**src/rtl/txq_pkg.sv**
```systemverilog
package txq_pkg;

  localparam int LANES     = 4;
  localparam int BIT_EMPTY = 9;
  localparam int BIT_FULL  = 10;
  localparam int BIT_OVR   = 11;

  localparam logic [31:0] IRQ_IMPL_MASK =
    (32'd1 << BIT_EMPTY) | (32'd1 << BIT_FULL) | (32'd1 << BIT_OVR);

  // number of bytes of a push that fit in the room left
  function automatic logic [2:0] clip_push(input logic [2:0] req,
                                           input logic [15:0] room);
    if ({13'd0, req} > room) return room[2:0];
    return req;
  endfunction

  // free bytes from depth and occupancy
  function automatic logic [15:0] free_bytes(input logic [15:0] depth,
                                             input logic [15:0] used);
    return depth - used;
  endfunction

  // bytes requested by the two write strobes, word strobe first
  function automatic logic [2:0] push_request(input logic byte_we,
                                              input logic word_we);
    if (word_we) return 3'd4;
    if (byte_we) return 3'd1;
    return 3'd0;
  endfunction

endpackage

```
**src/rtl/txq_push_sel.sv**
```systemverilog
module txq_push_sel
  import txq_pkg::*;
(
  input  logic                  wr_byte_we,
  input  logic                  wr_word_we,
  input  logic [31:0]           wr_data,
  input  logic [15:0]           room,
  output logic [LANES-1:0][7:0] lane,
  output logic [2:0]            n_acc,
  output logic                  ovr_evt
);

  logic [2:0] n_req;

  // lane 0 carries the byte port, all lanes carry the word port
  for (genvar g = 0; g < LANES; g++) begin : g_lane
    if (g == 0) begin : g_first
      assign lane[g] = wr_data[7:0];
    end else begin : g_rest
      assign lane[g] = wr_word_we ? wr_data[8*g +: 8] : 8'h00;
    end
  end

  assign n_req   = push_request(wr_byte_we, wr_word_we);
  assign n_acc   = clip_push(n_req, room);
  assign ovr_evt = (n_req != n_acc);

endmodule

```
**src/rtl/txq_ring.sv**
```systemverilog
module txq_ring
  import txq_pkg::*;
#(
  parameter int DEPTH = 64,
  localparam int AW = $clog2(DEPTH),
  localparam int CW = $clog2(DEPTH + 1)
) (
  input  logic                  clk,
  input  logic                  rst_n,
  input  logic [2:0]            push_n,
  input  logic [LANES-1:0][7:0] lane,
  input  logic                  pop,
  output logic [CW-1:0]         used,
  output logic [7:0]            head
);

  logic [7:0]    mem [DEPTH];
  logic [AW-1:0] wr_ptr;
  logic [AW-1:0] rd_ptr;

  function automatic logic [AW-1:0] wrap_add(input logic [AW-1:0] p,
                                             input logic [2:0] k);
    logic [AW+2:0] s;
    s = {3'b000, p} + {{AW{1'b0}}, k};
    if (s >= (AW+3)'(DEPTH)) s = s - (AW+3)'(DEPTH);
    return s[AW-1:0];
  endfunction

  always_ff @(posedge clk or negedge rst_n) begin
    if (!rst_n) begin
      wr_ptr <= '0;
      rd_ptr <= '0;
      used   <= '0;
    end else begin
      wr_ptr <= wrap_add(wr_ptr, push_n);
      if (pop) rd_ptr <= wrap_add(rd_ptr, 3'd1);
      used <= used + CW'(push_n) - CW'(pop);
    end
  end

  always_ff @(posedge clk) begin
    for (int i = 0; i < LANES; i++) begin
      if (3'(i) < push_n) mem[wrap_add(wr_ptr, 3'(i))] <= lane[i];
    end
  end

  assign head = mem[rd_ptr];

  p_no_overflow_r6: assert property (@(posedge clk) disable iff (!rst_n)
    used <= CW'(DEPTH));

  p_pop_nonempty_r4: assert property (@(posedge clk) disable iff (!rst_n)
    pop |-> (used != '0));

endmodule

```
**src/rtl/txq_irq_ctl.sv**
```systemverilog
module txq_irq_ctl
  import txq_pkg::*;
(
  input  logic        clk,
  input  logic        rst_n,
  input  logic [31:0] set_vec,
  input  logic        clr_we,
  input  logic [31:0] clr_data,
  input  logic        en_we,
  input  logic [31:0] en_data,
  output logic [31:0] status,
  output logic        irq
);

  logic [31:0] en_q;
  logic [31:0] clr_mask;

  assign clr_mask = clr_we ? clr_data : 32'd0;

  always_ff @(posedge clk or negedge rst_n) begin
    if (!rst_n) begin
      status <= '0;
      en_q   <= '0;
    end else begin
      status <= ((status & ~clr_mask) | set_vec) & IRQ_IMPL_MASK;
      if (en_we) en_q <= en_data & IRQ_IMPL_MASK;
    end
  end

  assign irq = |(status & en_q);

  p_w1c_r8: assert property (@(posedge clk) disable iff (!rst_n)
    clr_we |=> ((status & $past(clr_data) & ~$past(set_vec)) == 32'd0));

  p_sticky_r7: assert property (@(posedge clk) disable iff (!rst_n)
    !clr_we |=> ((status & $past(status)) == $past(status)));

  p_irq_needs_status_r9: assert property (@(posedge clk) disable iff (!rst_n)
    irq |-> (status != 32'd0));

endmodule

```
**src/rtl/txq_top.sv**
```systemverilog
module txq_top
  import txq_pkg::*;
#(
  parameter int DEPTH = 64
) (
  input  logic        clk,
  input  logic        rst_n,
  input  logic        wr_byte_we,
  input  logic        wr_word_we,
  input  logic [31:0] wr_data,
  input  logic        int_clr_we,
  input  logic [31:0] int_clr_data,
  input  logic        int_en_we,
  input  logic [31:0] int_en_data,
  output logic [31:0] xfer_status,
  output logic [31:0] int_status,
  output logic        irq,
  output logic        tx_valid,
  output logic [7:0]  tx_data,
  input  logic        tx_ready
);

  localparam int CW = $clog2(DEPTH + 1);

  logic [CW-1:0]         used;
  logic [15:0]           room;
  logic [LANES-1:0][7:0] lane;
  logic [2:0]            n_acc;
  logic                  ovr_evt;
  logic                  pop_fire;
  logic                  empty_lvl;
  logic                  full_lvl;
  logic [31:0]           set_vec;

  assign room      = free_bytes(16'(DEPTH), 16'(used));
  assign empty_lvl = (used == '0);
  assign full_lvl  = (used == CW'(DEPTH));
  assign tx_valid  = !empty_lvl;
  assign pop_fire  = tx_valid && tx_ready;

  assign set_vec = (32'(empty_lvl) << BIT_EMPTY)
                 | (32'(full_lvl)  << BIT_FULL)
                 | (32'(ovr_evt)   << BIT_OVR);

  assign xfer_status = {room, 16'h0000};

  txq_push_sel u_push (
    .wr_byte_we (wr_byte_we),
    .wr_word_we (wr_word_we),
    .wr_data    (wr_data),
    .room       (room),
    .lane       (lane),
    .n_acc      (n_acc),
    .ovr_evt    (ovr_evt)
  );

  txq_ring #(.DEPTH(DEPTH)) u_ring (
    .clk    (clk),
    .rst_n  (rst_n),
    .push_n (n_acc),
    .lane   (lane),
    .pop    (pop_fire),
    .used   (used),
    .head   (tx_data)
  );

  txq_irq_ctl u_irq (
    .clk      (clk),
    .rst_n    (rst_n),
    .set_vec  (set_vec),
    .clr_we   (int_clr_we),
    .clr_data (int_clr_data),
    .en_we    (int_en_we),
    .en_data  (int_en_data),
    .status   (int_status),
    .irq      (irq)
  );

  p_ovr_flag_r6: assert property (@(posedge clk) disable iff (!rst_n)
    ovr_evt |=> int_status[BIT_OVR]);

  p_empty_flag_r7: assert property (@(posedge clk) disable iff (!rst_n)
    empty_lvl |=> int_status[BIT_EMPTY]);

  p_free_tracks_r5: assert property (@(posedge clk) disable iff (!rst_n)
    (!wr_byte_we && !wr_word_we && !pop_fire) |=> $stable(xfer_status));

endmodule

```
**config.mk**
```make
export PLATFORM = sky130hd
export DESIGN_NAME = txq_top
export DESIGN_NICKNAME = d
export VERILOG_FILES = /design/src/rtl/txq_pkg.sv /design/src/rtl/txq_push_sel.sv /design/src/rtl/txq_ring.sv /design/src/rtl/txq_irq_ctl.sv /design/src/rtl/txq_top.sv
export SDC_FILE = /design/constraint.sdc
export NUM_CORES = 2
export LEC_CHECK = 0
export ABC_AREA = 1
export CORE_ASPECT_RATIO = 1.75
export CORE_MARGIN = 4
export CORE_UTILIZATION = 40
export DETAILED_ROUTE_END_ITERATION = 16
export DONT_BUFFER_PORTS = 1
export HOLD_SLACK_MARGIN = 0.1
export PLACE_DENSITY = 0.53
export SLEW_MARGIN = 20
export SYNTH_ARGS = -nofsm -noshare
export SYNTH_HDL_FRONTEND = slang
export SYNTH_SLANG_ARGS = --single-unit
```
**constraint.sdc**
```tcl
create_clock -name clk -period 4.4 [get_ports clk]
set_input_delay 0.66 -clock clk [delete_from_list [all_inputs] [get_ports clk]]
set_output_delay 0.66 -clock clk [all_outputs]
set_load 0.03 [all_outputs]
```
==> flow_metrics.env <==
export IMPL_ys_types=43
export IMPL_critical_path_class="flip-flop to output pin"
export IMPL_via_count=51100
export IMPL_detail_route_antenna_nets=0
export IMPL_ys_ff_latch=537
export IMPL_nets=6789
export IMPL_fillerInstances=11600
export IMPL_worst_pin_slew_ns=1.30
export IMPL_drtIter0Drc=7708
export IMPL_crit_path_start_kind="flip-flop"
export IMPL_worstReg2RegStart="u_ring.used[1]"
export IMPL_dieHeight_um=451
export IMPL_cp_arrival_ns=3.74
export IMPL_syn_area_um2=44800
export IMPL_fmax_mhz=227
export IMPL_synth_area_per_cell_um2=6.55
export IMPL_cp_max_fo=108
export IMPL_dp_cells=8077
export IMPL_place_hpwl_um=143000
export IMPL_period_minus_slack_ns=4.40
export IMPL_grt_overflow=0
export IMPL_rsz0062_at_grt="no"
export IMPL_drt_wl_total_um=233000
export IMPL_clk_pin_slew_worst_paths_ns=0.06
export IMPL_die_area_um2=118000
export IMPL_power_density_nw_per_um2=576
export IMPL_routedWlPerCell_um=28.5
export IMPL_p_leak_nw=21.7
export IMPL_setup_viol=0
export IMPL_hp_class="input pin to flip-flop"
export IMPL_period_share=0.999
export IMPL_via_per_inst=6.24
export IMPL_clk_path_buf_depth=3
export IMPL_reg2reg_slack_ns=0.28
export IMPL_syn_instance_count=6836
export IMPL_status="completed"
export IMPL_place_congestion=0.978
export IMPL_vdd_drop_max_mv=0.612
export IMPL_area_growth_syn_to_layout_pct=9.36
export IMPL_cts_root_buffer="clkbuf_16"
export IMPL_htreeDepth=2
export IMPL_finalNonFillerCells=8188
export IMPL_std_cell_rows=162
export IMPL_grt_max_degree=130
export IMPL_worstSetupEndpointType="output pin"
export IMPL_antenna_found_initial=1
export IMPL_cp_startpoint="u_ring.rd_ptr[1]"
export IMPL_maxSlewViolCount=0
export IMPL_grt_total_usage=0.380
export IMPL_worstRegToRegCells=16
export IMPL_cts_buffers=57
export IMPL_cap_violations=0
export IMPL_ys_seq_area_frac=0.357
export IMPL_core_um2=111000
export IMPL_die_w_um=261
export IMPL_clock_sinks=537
export IMPL_io_pins=177
export IMPL_hold_ws_ns=0.137
export IMPL_start_util=0.402
export IMPL_io_buffers=0
export IMPL_ys_warnings_count=0
export IMPL_cts_tree="done"
export IMPL_hold_viol=0
export IMPL_maxSlewHeadroom=0.133
export IMPL_clk_latency_ns=0.70
export IMPL_most_common_layout_cells="1541 x nand3_1, 1343 x nand2_1, 952 x nor2_1"
export IMPL_tns_ns=0
export IMPL_reg2reg_to="u_ring.mem[45][7]"
export IMPL_worstPathRequired_ns=3.74
export IMPL_drt_drc_violations_left=0
export IMPL_skew_ns=0.0266
export IMPL_grt_pass1_wl_um=327000
export IMPL_endpoint="tx_data[6]"
export IMPL_drt_pass1_iterations=7
export IMPL_layout_commonest_cell="nand3_1"
export IMPL_layout_drive_gt1_share=0.0891
export IMPL_cts_setup_buffers=0
export IMPL_grt_pass1_vias=46300
## power breakdown
group | total [mW] | switching, mW | internal [mW]
Combinational | 15.5 | 11.9 | 3.64
Sequential | 7.58 | 0.479 | 7.10
Clock | 5.09 | 2.35 | 2.74
## critical path, stage by stage, from the launching register on
cell and delay, ns:
dfrtp_4 0.45, buf_12 0.28, o21ai_0 0.56, o221ai_1 0.41, o211ai_1 0.25, nand4_1 0.19, nand3_1 0.18, nand2_1 0.38
## metal layers
| layer | GRT usage | wire, µm | part of all wire | up-vias |
|---|---|---|---|---|
| met2 | 0.596 | 104000 | 0.45 | 3608 |
| met5 | 0 | 0 | 0 | - |
| met3 | 0.0792 | 27000 | 0.12 | 1049 |
| li1 | - | - | - | 22600 |
| met1 | 0.453 | 79200 | 0.34 | 23800 |
| met4 | 0.288 | 22400 | 0.096 | 0 |
## cells in the mapped netlist (all sizes together)
cell        n  share of area
buf       269          0.031
clkinv     10        0.00084
a31oi       1        0.00014
dfrtp      25          0.014
xnor2       4        0.00078
o221ai     51          0.010
nor2     1018          0.092
ha         20         0.0056
o2111ai     1        0.00020
o211ai     15         0.0026
nor4        1        0.00014
o22ai      77          0.011
nor3       12         0.0023
nand2    1439           0.13
xor2       20         0.0047
o21ai     263          0.029
nand3    1543           0.17
mux2        2        0.00050
nand3b      2        0.00034
conb        1       0.000084
nand4     141          0.020
edfxtp    512           0.34
inv       593          0.050
clkbuf    299          0.025
or2         1        0.00014
a21oi     514          0.058
fa          2        0.00089
## cells by family (layout without fill, tap and decap cells)
group	count (synthesis)	count (layout)	synth area share
adder cells (fa/ha/maj)	22	22	0.00648
XOR/XNOR	24	24	0.00545
other	1	47	0.0000838
AND/OR/NAND/NOR	4157	4157	0.412
buffers and inverters	1171	1001	0.107
flip-flops	537	537	0.357
AO/OA/AOI/OAI	922	922	0.111
multiplexers	2	2	0.000503
## layout make-up
| cell class | count | area, µm² | share of cell area |
|---|---|---|---|
| Multi-Input combinational cell | 5172 | 24200 | 0.495 |
| Sequential cell | 537 | 16000 | 0.327 |
| Timing Repair Buffer | 293 | 2710 | 0.0553 |
| Inverter | 603 | 2340 | 0.0478 |
| Tap cell | 1476 | 1850 | 0.0377 |
| Clock buffer | 77 | 1540 | 0.0315 |
| Clock inverter | 28 | 265 | 0.00542 |
| Antenna cell | 2 | 5.00 | 0.000102 |
## registers in the layout, summed over array words and instances, names as in the netlist
| signal | cells |
|---|---|
| u_ring.used | 7 |
| u_irq.en_q | 3 |
| u_ring.rd_ptr | 6 |
| u_ring.mem | 512 |
| u_ring.wr_ptr | 6 |
| u_irq.status | 3 |
## worst min path at each step
stage,from,to,cells past startpoint
global route,int_en_data[10],u_irq.en_q[10],1
floorplan,rst_n,u_irq.en_q[10],0
CTS,int_en_data[10],u_irq.en_q[10],1
global placement,rst_n,u_ring.used[5],0
finish,int_en_data[10],u_irq.en_q[10],1
detailed placement,rst_n,u_ring.used[5],0
## timing repair
action	in CTS	in global routing
setup endpoints to repair	0	3
gates resized for setup	0	2
hold buffers	4	0
endpoints found under the hold margin	26	0
## per-stage QoR
stage | instance area [µm²] | power [mW] | setup WS, ns | utilization
after floorplan | 44900 | 16.3 | 0.155 | -
final | 49000 | 28.2 | 0.00298 | 0.440
after global routing | 49000 | 29.1 | 0.00205 | 0.440
after CTS | 49000 | 27.7 | 0.0714 | 0.440
after global placement | 47100 | 22.6 | 0.384 | 0.423
after detailed placement | 47100 | 22.6 | 0.383 | 0.423
Note: power is estimated with default switching activity, not from simulation.
